`config.mk`:
```
export PLATFORM = sky130hd
export DESIGN_NAME = line_fetch_requester
export DESIGN_NICKNAME = d
export VERILOG_FILES = /design/src/rtl/lfr_pkg.sv /design/src/rtl/lfr_prio_arb.sv /design/src/rtl/lfr_retry_slot.sv /design/src/rtl/lfr_thread_ctx.sv /design/src/rtl/line_fetch_requester.sv
export SDC_FILE = /design/constraint.sdc
export NUM_CORES = 2
export LEC_CHECK = 0
export BUFFER_PORTS_ARGS = -buffer_cell sky130_fd_sc_hd__buf_2
export CORE_AREA = 2 2 651 653
export CTS_CLUSTER_DIAMETER = 120
export DETAILED_ROUTE_END_ITERATION = 16
export DIE_AREA = 0 0 653 655
export SLEW_MARGIN = 20
export SYNTH_ARGS = -nofsm -noshare
export SYNTH_HDL_FRONTEND = slang
export SYNTH_HIERARCHICAL = 1
export SYNTH_SLANG_ARGS = --single-unit
```
`constraint.sdc`:
```
create_clock -name clk -period 2.99 [get_ports clk]
set_input_delay 0.299 -clock clk [delete_from_list [all_inputs] [get_ports clk]]
set_output_delay 0.299 -clock clk [all_outputs]
set_load 0.1 [all_outputs]
```
`src/rtl/lfr_pkg.sv`:
```
package lfr_pkg;
   typedef enum logic [2:0] {
      TS_RUN      = 3'd0,
      TS_WAIT_RSP = 3'd1,
      TS_WAIT_RTY = 3'd2,
      TS_BLOCKED  = 3'd3,
      TS_DONE     = 3'd4
   } thr_state_e;
endpackage

```
`src/rtl/lfr_prio_arb.sv`:
```
module lfr_prio_arb #(
   parameter int N   = 2,
   parameter int IDX = 1
) (
   input  logic [N-1:0]   want,
   output logic [N-1:0]   grant,
   output logic [IDX-1:0] gidx,
   output logic           any
);
   always_comb begin
      grant = '0;
      gidx  = '0;
      any   = 1'b0;
      for (int i = 0; i < N; i++) begin
         if (want[i] && !any) begin
            grant[i] = 1'b1;
            gidx     = IDX'(i);
            any      = 1'b1;
         end
      end
   end
endmodule

```
`src/rtl/lfr_retry_slot.sv`:
```
module lfr_retry_slot #(
   parameter int ADDR_W = 32,
   parameter int TID_W  = 1,
   parameter int SEQ_W  = 4
) (
   input  logic              clk,
   input  logic              rst_n,
   input  logic              park,
   input  logic [TID_W-1:0]  park_tid,
   input  logic [ADDR_W-1:0] park_addr,
   input  logic [SEQ_W-1:0]  park_seq,
   input  logic              free,
   input  logic              retry_pulse,
   output logic              slot_valid,
   output logic [TID_W-1:0]  slot_tid,
   output logic [ADDR_W-1:0] slot_addr,
   output logic [SEQ_W-1:0]  slot_seq,
   output logic              blocked
);
   always_ff @(posedge clk) begin
      if (!rst_n) begin
         slot_valid <= 1'b0;
         slot_tid   <= '0;
         slot_addr  <= '0;
         slot_seq   <= '0;
         blocked    <= 1'b0;
      end else if (park) begin
         slot_valid <= 1'b1;
         slot_tid   <= park_tid;
         slot_addr  <= park_addr;
         slot_seq   <= park_seq;
         blocked    <= 1'b1;
      end else if (free) begin
         slot_valid <= 1'b0;
         blocked    <= 1'b0;
      end else if (retry_pulse && !slot_valid) begin
         blocked    <= 1'b0;
      end
   end
endmodule

```
`src/rtl/lfr_thread_ctx.sv`:
```
module lfr_thread_ctx
   import lfr_pkg::*;
#(
   parameter int ADDR_W = 32,
   parameter int SEQ_W  = 4,
   parameter int DATA_W = 512
) (
   input  logic              clk,
   input  logic              rst_n,
   input  logic              issue,
   input  logic              issue_acc,
   input  logic [ADDR_W-1:0] issue_addr,
   input  logic [SEQ_W-1:0]  issue_seq,
   input  logic              resend_acc,
   input  logic              squash,
   input  logic              stall,
   input  logic              rsp_take,
   input  logic [DATA_W-1:0] rsp_data,
   output thr_state_e        state,
   output logic              lvalid,
   output logic [ADDR_W-1:0] ltag,
   output logic [DATA_W-1:0] ldata,
   output logic [SEQ_W-1:0]  pend_seq,
   output logic              pend_live
);
   always_ff @(posedge clk) begin
      if (!rst_n) begin
         state     <= TS_RUN;
         lvalid    <= 1'b0;
         ltag      <= '0;
         ldata     <= '0;
         pend_seq  <= '0;
         pend_live <= 1'b0;
      end else if (squash) begin
         state     <= TS_RUN;
         pend_live <= 1'b0;
      end else if (issue) begin
         ltag      <= issue_addr;
         lvalid    <= 1'b0;
         pend_seq  <= issue_seq;
         pend_live <= 1'b1;
         state     <= issue_acc ? TS_WAIT_RSP : TS_WAIT_RTY;
      end else if (resend_acc) begin
         state     <= TS_WAIT_RSP;
      end else if (rsp_take) begin
         ldata     <= rsp_data;
         lvalid    <= 1'b1;
         pend_live <= 1'b0;
         state     <= stall ? TS_BLOCKED : TS_DONE;
      end else begin
         unique case (state)
            TS_RUN:     if (stall) state <= TS_BLOCKED;
            TS_BLOCKED: if (!stall) state <= TS_RUN;
            TS_DONE:    state <= TS_RUN;
            default:    state <= state;
         endcase
      end
   end
endmodule

```
`src/rtl/line_fetch_requester.sv`:
```
module line_fetch_requester
   import lfr_pkg::*;
#(
   parameter int NUM_THR    = 2,
   parameter int ADDR_W     = 32,
   parameter int LINE_BYTES = 64,
   parameter int SEQ_W      = 4,
   parameter int CNT_W      = 16,
   parameter int TID_W      = (NUM_THR > 1) ? $clog2(NUM_THR) : 1,
   parameter int DATA_W     = LINE_BYTES * 8
) (
   input  logic                      clk,
   input  logic                      rst_n,
   input  logic [NUM_THR-1:0]        fetch_valid,
   input  logic [NUM_THR*ADDR_W-1:0] fetch_addr,
   input  logic [NUM_THR-1:0]        fetch_priv,
   input  logic [NUM_THR-1:0]        stall,
   input  logic [NUM_THR-1:0]        squash,
   input  logic                      intr_pend,
   input  logic                      switched_out,
   output logic                      req_valid,
   output logic [ADDR_W-1:0]         req_addr,
   output logic [TID_W-1:0]          req_tid,
   output logic [SEQ_W-1:0]          req_seq,
   input  logic                      req_accept,
   input  logic                      retry_pulse,
   input  logic                      rsp_valid,
   input  logic [TID_W-1:0]          rsp_tid,
   input  logic [SEQ_W-1:0]          rsp_seq,
   input  logic [DATA_W-1:0]         rsp_data,
   output logic [NUM_THR-1:0]        fetch_hit,
   output logic [NUM_THR*3-1:0]      thr_state,
   output logic [NUM_THR-1:0]        line_valid,
   output logic [NUM_THR*DATA_W-1:0] line_data,
   output logic                      blocked,
   output logic [CNT_W-1:0]          sq_count
);
   localparam int OFF_W = $clog2(LINE_BYTES);
   localparam logic [ADDR_W-1:0] OFF_MASK = ADDR_W'((1 << OFF_W) - 1);

   if ((1 << OFF_W) != LINE_BYTES) begin : g_bad_line
      $error("LINE_BYTES must be a power of two");
   end
   if (NUM_THR < 1 || (1 << TID_W) < NUM_THR) begin : g_bad_thr
      $error("NUM_THR does not fit TID_W");
   end
   if (SEQ_W < 2) begin : g_bad_seq
      $error("SEQ_W must be at least 2");
   end

   thr_state_e              st     [NUM_THR];
   logic [ADDR_W-1:0]       ltag   [NUM_THR];
   logic [ADDR_W-1:0]       alg    [NUM_THR];
   logic [SEQ_W-1:0]        pseq   [NUM_THR];
   logic [NUM_THR-1:0]      plive, lv, want, grant, issue_t, resend_acc_t, take_t;
   logic [TID_W-1:0]        gidx;
   logic                    any_want, resend, new_issue, park, slot_free;
   logic                    slot_valid;
   logic [TID_W-1:0]        slot_tid;
   logic [ADDR_W-1:0]       slot_addr;
   logic [SEQ_W-1:0]        slot_seq;
   logic [SEQ_W-1:0]        seq_ctr;
   logic                    slot_thr_squashed;

   // per-thread eligibility, hit detection and context
   for (genvar t = 0; t < NUM_THR; t++) begin : g_thr
      logic gate_ok;
      assign alg[t]   = fetch_addr[t*ADDR_W +: ADDR_W] & ~OFF_MASK;
      assign gate_ok  = fetch_valid[t] && (st[t] == TS_RUN) && !blocked &&
                        !switched_out && !stall[t] && !squash[t] &&
                        !(intr_pend && !fetch_priv[t]);
      assign fetch_hit[t] = gate_ok && lv[t] && (ltag[t] == alg[t]);
      assign want[t]      = gate_ok && !fetch_hit[t];
      assign issue_t[t]   = new_issue && grant[t];
      assign resend_acc_t[t] = resend && req_accept && (slot_tid == TID_W'(t));
      assign take_t[t]    = rsp_valid && (rsp_tid == TID_W'(t)) &&
                            (st[t] == TS_WAIT_RSP) && plive[t] &&
                            (pseq[t] == rsp_seq) && !switched_out && !squash[t];
      assign thr_state[t*3 +: 3] = st[t];
      assign line_valid[t] = lv[t];

      lfr_thread_ctx #(
         .ADDR_W (ADDR_W),
         .SEQ_W  (SEQ_W),
         .DATA_W (DATA_W)
      ) u_ctx (
         .clk        (clk),
         .rst_n      (rst_n),
         .issue      (issue_t[t]),
         .issue_acc  (req_accept),
         .issue_addr (alg[t]),
         .issue_seq  (seq_ctr),
         .resend_acc (resend_acc_t[t]),
         .squash     (squash[t]),
         .stall      (stall[t]),
         .rsp_take   (take_t[t]),
         .rsp_data   (rsp_data),
         .state      (st[t]),
         .lvalid     (lv[t]),
         .ltag       (ltag[t]),
         .ldata      (line_data[t*DATA_W +: DATA_W]),
         .pend_seq   (pseq[t]),
         .pend_live  (plive[t])
      );
   end

   lfr_prio_arb #(
      .N   (NUM_THR),
      .IDX (TID_W)
   ) u_arb (
      .want  (want),
      .grant (grant),
      .gidx  (gidx),
      .any   (any_want)
   );

   always_comb begin
      slot_thr_squashed = 1'b0;
      for (int i = 0; i < NUM_THR; i++)
         if (squash[i] && slot_tid == TID_W'(i)) slot_thr_squashed = 1'b1;
   end

   assign resend    = retry_pulse && slot_valid && !slot_thr_squashed;
   assign new_issue = any_want && !resend;
   assign park      = new_issue && !req_accept;
   assign slot_free = (resend && req_accept) || (slot_valid && slot_thr_squashed);

   assign req_valid = resend || new_issue;
   assign req_addr  = resend ? slot_addr : alg[gidx];
   assign req_tid   = resend ? slot_tid  : gidx;
   assign req_seq   = resend ? slot_seq  : seq_ctr;

   lfr_retry_slot #(
      .ADDR_W (ADDR_W),
      .TID_W  (TID_W),
      .SEQ_W  (SEQ_W)
   ) u_slot (
      .clk         (clk),
      .rst_n       (rst_n),
      .park        (park),
      .park_tid    (gidx),
      .park_addr   (alg[gidx]),
      .park_seq    (seq_ctr),
      .free        (slot_free),
      .retry_pulse (retry_pulse),
      .slot_valid  (slot_valid),
      .slot_tid    (slot_tid),
      .slot_addr   (slot_addr),
      .slot_seq    (slot_seq),
      .blocked     (blocked)
   );

   always_ff @(posedge clk) begin
      if (!rst_n) begin
         seq_ctr  <= '0;
         sq_count <= '0;
      end else begin
         if (new_issue) seq_ctr <= seq_ctr + 1'b1;
         if (rsp_valid && !(|take_t)) sq_count <= sq_count + 1'b1;
      end
   end
endmodule

```
Yosys cells after proc, flatten, opt, wreduce, memory -nomap -nowiden:

Index checks and enable logic that the tools add are counted.

* bits in registers: 1153
* bits in latches: 0
* bits in writable memories: 0
* ROM bits: 0
* output and inout port bits: 1089
* logic and storage cells: 179
* memories kept: 0

* $add $sub $neg: 2
* $mul: 0
* divide/modulo/power cells: 0
* $lt $le $gt $ge: 1
* eq/ne operators: 16
* shifts and indexed selects: 0
* multiplexer cells: 43
* bitwise logic cells: 10
* reductions and logical operators: 88

Operators by type and width (count)
* $mux W32: 4
* $eq A26 B26 Y1: 2
* $logic_and A1 B1 Y1: 47
* $mux W3: 12
* $mux W1: 23
* $ne A5 B2 Y1 const B: 4
* $logic_not A1 Y1: 18
* $pmux W3 S3: 2
* $add A16 B1 Y16 const B: 1
* $reduce_and A3 Y1: 4
* $reduce_bool A6 Y1: 2
* $not A1 Y1: 9
* $eq A4 B4 Y1: 2
* $reduce_and A2 Y1: 4
* $reduce_and A4 Y1: 2
* $eq A3 B1 Y1 const B: 2
* $eq A3 B2 Y1 const B: 2
* $eq A3 B3 Y1 const B: 2
* $logic_not A3 Y1: 2
* $reduce_bool A2 Y1: 3
* $reduce_or A2 Y1: 3
* $add A4 B1 Y4 const B: 1
* $mux W4: 1
* $ne A2 B1 Y1 const B: 2
* 5 further kinds: 6

Depth between registers and ports, before layout:

* word-level depth: 20
* depth in mapped cells: 14
* mapped depth without buffers: 11

Cells and area by module:

The synthesis kept the hierarchy.

By module, submodules not included
* lfr_thread_ctx: times used 2, cells each 2417, area an instance 20766.2 um^2, sequential area each 11070.6 um^2
* line_fetch_requester: times used 1, cells each 314, area an instance 2630.0 um^2, sequential area each 400.4 um^2
* lfr_retry_slot: times used 1, cells each 127, area an instance 1491.4 um^2, sequential area each 780.7 um^2
* lfr_prio_arb: times used 1, cells each 4, area an instance 27.5 um^2, sequential area each 0.0 um^2

Worst setup path after synthesis:

OpenSTA, ideal clock, no wires.

* kind: flip-flop to output port
* start point: register g_thr[0].u_ctx.lvalid
* end point: output port req_addr[22]
* arrival time: 6.763 ns
* slack: -4.072 ns
* cell stages (with the launch flop): 11
* buffers on the path: 2
* cells stage by stage: dfxtp_1 -> or4b_1 -> nor4_1 -> nand4_1 -> nor4_1 -> nor2_1 -> nor2b_1 -> clkbuf_1 -> clkbuf_1 -> mux2_2 -> mux2_2

* word-level cells in the longest chain between the ends: 13

RTL lines
* from (decl): line lfr_thread_ctx.sv:20 `output logic lvalid,`
* from (signal assigned): line lfr_thread_ctx.sv:29 `lvalid <= 1'b0;`
* from (signal assigned): line lfr_thread_ctx.sv:39 `lvalid <= 1'b0;`
* from (signal assigned): line lfr_thread_ctx.sv:47 `lvalid <= 1'b1;`
* $logic_and A1 B1 Y1 (2 in a row): line line_fetch_requester.sv:72 `assign fetch_hit[t] = gate_ok && lv[t] && (ltag[t] == alg[t]);`
* net fetch_hit[0]: line line_fetch_requester.sv:31 `output logic [NUM_THR-1:0] fetch_hit,`
* $logic_not A1 Y1: line line_fetch_requester.sv:73 `assign want[t] = gate_ok && !fetch_hit[t];`
* $logic_and A1 B1 Y1: line line_fetch_requester.sv:73
* net want[0]: line line_fetch_requester.sv:55 `logic [NUM_THR-1:0] plive, lv, want, grant, issue_t, resend_acc_t, take_t;`
* $mux W1: line lfr_prio_arb.sv:15 `if (want[i] && !any) begin`
* $logic_not A1 Y1: line lfr_prio_arb.sv:15
* $logic_and A1 B1 Y1: line lfr_prio_arb.sv:15
* $mux W1: line lfr_prio_arb.sv:15
* net gidx: line line_fetch_requester.sv:56 `logic [TID_W-1:0] gidx;`
* $not A1 Y2 (implied by the code): line line_fetch_requester.sv:129 `assign req_addr = resend ? slot_addr : alg[gidx];`
* $mux W32 (implied by the code) (3 in a row): line line_fetch_requester.sv:129
* $mux W32: line line_fetch_requester.sv:129
* to (decl): line line_fetch_requester.sv:22 `output logic [ADDR_W-1:0] req_addr,`

The timed path passes the listed nets, and every way through them passes these cells. The select of a mux whose other input is x is not followed.

Worst setup path in the final report:

* start point: register g_thr[0].u_ctx.ltag[13]
* end point: output port req_addr[7]

* word-level cells in the longest chain between the ends: 13

RTL lines
* from (decl): line lfr_thread_ctx.sv:21 `output logic [ADDR_W-1:0] ltag,`
* from (signal assigned): line lfr_thread_ctx.sv:38 `ltag <= issue_addr;`
* $eq A26 B26 Y1: line line_fetch_requester.sv:72
* $logic_and A1 B1 Y1: line line_fetch_requester.sv:72
* $logic_not A1 Y1: line line_fetch_requester.sv:73
* $logic_and A1 B1 Y1: line line_fetch_requester.sv:73
* net want[0]: line line_fetch_requester.sv:55
* $mux W1: line lfr_prio_arb.sv:15
* $logic_not A1 Y1: line lfr_prio_arb.sv:15
* $logic_and A1 B1 Y1: line lfr_prio_arb.sv:15
* $mux W1: line lfr_prio_arb.sv:15
* net gidx: line line_fetch_requester.sv:56
* $not A1 Y2 (implied by the code): line line_fetch_requester.sv:129
* $mux W32 (implied by the code) (3 in a row): line line_fetch_requester.sv:129
* $mux W32: line line_fetch_requester.sv:129

The timed path passes the listed nets, and every way through them passes these cells. The select of a mux whose other input is x is not followed.

==> impl_results.md <==
* Rows at around 240
* Achievable clock frequency at 0.241 GHz
* GPL Wtd Cong at 0.944
* DR vias/cell at 3.77
* Antenna Nets Post-Route at 0
* Post-synthesis register bit count at 1165
* Insertion delay to the later sink of the worst-skew pair at 0.87 ns
* Max-Cap Viols at 0
* Post-synth EDFFs at 0
* H-tree depth at 4
* Setup Crit Path Kind: flop to primary output
* Mapped cell area at 0.0457 mm2
* Remaining global-route overflow at 0
* Layout Cells excl Fill at 13500
* Number of global-route vias before repair at 45500
* Part of the Yosys area used for sequential elements at 0.511
* Least-Margin Pin Slew at 1.01 ns
* CP arrival at 3.84 ns
* P_leak at 30.8 nW
* Hold Slack at 0.128 ns
* Initial Util at 0.108
* Layout cells sized above 1 at 0.312
* Minimum clock period at slightly above 4 ns
* CP top delay family: simple AND/OR/NAND/NOR gates
* Design Power at 0.0367 W
* Total CTS buffers at ~150
* PnR worst setup slack at -1.15 ns
* Ports at ~1700
* Die footprint at 0.428 mm2
* Worst path slowest cell: nor4_4
* Hold Path Class: input pin to flop
* Slew Limit Fails at 0
* Drt pass-1 iters at 10
* Reg clk slew, reported paths at 0.06 ns
* Total number of vias at 50800
* Most frequent cells in the layout: 2182 x nand2_1, 1642 x buf_2, 1157 x dfxtp_1
* Width of the die at 653 um
* Initial antenna violation count at ~350
* Final Cycle Share at 1.39
* Largest net degree at the start of global routing at 150
* Crit-path max cell delay at 0.42 ns
* Yosys warnings at 6
* CP required at 2.69 ns
* DRC errors left at 0
* Fin area at 0.0763 mm2
* CP Buf/Inv Count at 2
* Clock Root Buffer: clkbuf_16
* Met2 WL at 175000 um
* GRT Total Usage at 0.166
* Synth unique cells at 60
* Worst slew margin at 0.329
* Gate Count Post-Synth at 5279
* CTS tree: yes
* Placed cells at about 12000
* IR drop worst, VDD at 468 uV
* Final hold violation count at 0
* Worst Path Max Fanout at 6
* Nets at slightly above 8000
* Clk buf depth at 4
* Setup crit start kind: flop
* WL/cell at around 29 um
* Die H at around 660 um
* Clock sink count at 1165
* Placed standard-cell area at 0.0611 mm2
* Iteration-0 DRC Markers at ~5400
* Final setup fails at about 1100
* Global-route wire length before repair at 469000 um
* Port Buffer Count at about 1700
* Met3 WL at 43800 um
* Setup crit end kind: primary output
* Status: finished, violations left
* Failing checks: setup timing
* Crit-path cells: xor2_1, nor4_2, nand4_1, nor4_4, nor2_2, nor2b_4, bufbuf_16, mux2_2, mux2_4, buf_12
* Async SR Flop Fraction at 0
* Setup TNS at -812.91 ns
* Unrepaired setup endpoints after global routing: yes
* Top sig layer: met5
* Core area at 0.422 mm2
* Mean post-synth cell area at ~8.7 um2
* Placed wire-length estimate at 306000 um
* Clock skew at between 0.06 and 0.07 ns
* Layout area overhead at 67.1%
* Most common cell after layout, fill and taps aside: nand2_1
* Most used DFF post-synth: dfxtp_1
* Total power per unit cell area at approximately 480 mW/mm2
* M1 WL at 142000 um
* Routed WL at roughly 380000 um
[stage by stage]
stage	utilization	setup WS [ns]
2_1_floorplan	-	-1.06
3_3_place_gp	0.145	-0.789
3_5_place_dp	0.145	-0.818
4_1_cts	0.177	-1.29
5_1_grt	0.181	-1.24
6_report	0.181	-1.15
[cell families (layout without fill, tap and decap cells)]
kind of cell | count (synthesis) | count (layout) | share of synthesized area
simple gates | 2396 | 2396 | 0.207
flops | 1165 | 1165 | 0.511
compound gates | 1162 | 1162 | 0.191
buf+inv | 399 | 2884 | 0.0573
mux | 91 | 91 | 0.0214
xor+xnor | 63 | 63 | 0.0121
fa+ha+maj | 2 | 2 | 0.000548
other cells | 1 | 145 | 0.0000821
[worst paths after layout]
kind / depth (start not counted) / to / from / slack [ns]
max: 10 / req_addr[7] / g_thr[0].u_ctx/ltag[13] / -1.15
min: 4 / g_thr[0].u_ctx/lvalid / squash[0] / 0.13
max reg2reg: 21 / g_thr[1].u_ctx/ldata[1] / g_thr[1].u_ctx/state[2] / -1.07
min reg2reg: 2 / g_thr[1].u_ctx/ldata[146] / g_thr[1].u_ctx/ldata[146] / 0.44
[layer usage]
metal | vias to the layer above | track usage
met3 | 1145 | 0.0741
met1 | 24200 | 0.186
met5 | - | 0.00543
met2 | 3062 | 0.272
met4 | 188 | 0.0699
li1 | 22200 | -
[timing repair]
action,4_1_cts,5_1_grt
pin swaps,6,13
resized for setup,266,103
cloned,64,33
setup endpoints to repair,1144,1184
setup buffers,37,16
hold endpoints to repair,1119,0
hold buffers,571,0
[final cells by class]
type / instances / area [um2]
antenna: 127 / 318
clock buffer: 205 / 4230
clock inverter: 53 / 617
fill: 47200 / 345000
inverter: 6 / 22.5
multi-input combinational: 3732 / 20200
sequential: 1165 / 23300
tap: 5543 / 6940
timing repair buffer: 2620 / 20600
[flip-flops by register name, indices dropped and copies added (netlist names), 2 cells and up]
register	flops
g_thr.u_ctx/state	6
seq_ctr	4
g_thr.u_ctx/ldata	1024
g_thr.u_ctx/lvalid	2
g_thr.u_ctx/ltag	64
g_thr.u_ctx/pend_seq	8
u_slot/slot_seq	4
g_thr.u_ctx/pend_live	2
u_slot/slot_addr	32
sq_count	16
[where the power goes]
part	internal (W)	switching, W	total (W)
clock network	0.0105	0.00774	0.0182
logic	0.00130	0.00163	0.00293
registers	0.0155	0.0000128	0.0155
total	0.0273	0.00938	0.0367
[synthesized netlist by cell type (12+ instances only)]
| cell type | count | area (um2) |
|---|---|---|
| o31ai_1 | 13 | 97.6 |
| nand3_1 | 13 | 65.1 |
| buf_4 | 43 | 323 |
| nor2b_1 | 50 | 313 |
| a21boi_0 | 139 | 1040 |
| dfxtp_1 | 1165 | 23300 |
| xnor2_1 | 20 | 175 |
| xor2_1 | 43 | 377 |
| mux2i_1 | 39 | 390 |
| nor4_1 | 16 | 100 |
| buf_6 | 107 | 1200 |
| mux2_2 | 52 | 586 |
| or4_1 | 13 | 97.6 |
| nand2_1 | 2222 | 8340 |
| a21boi_1 | 960 | 7210 |
| clkbuf_1 | 142 | 533 |
| a21oi_1 | 19 | 95.1 |
| nand4_1 | 12 | 75.1 |
| buf_2 | 94 | 470 |
| nor2_1 | 19 | 71.3 |
[worst reg2reg max path, cell delays in order (launching register included)]
cell       delay (ns)
dfxtp_4          0.34
or3_4            0.42
a2111oi_4        0.33
buf_4            0.20
nand2_4          0.06
nor4_4           0.19
nor2b_2          0.09
nor2b_4          0.17
buf_4            0.14
buf_6            0.10
buf_6            0.10
buf_6            0.10
buf_6            0.10
buf_6            0.10
and3_4           0.18
or3_4            0.41
buf_12           0.19
buf_8            0.18
clkbuf_16        0.21
clkbuf_16        0.22
nand2_1          0.07
a21boi_0         0.07
Note: power is estimated with default switching activity, not from simulation.
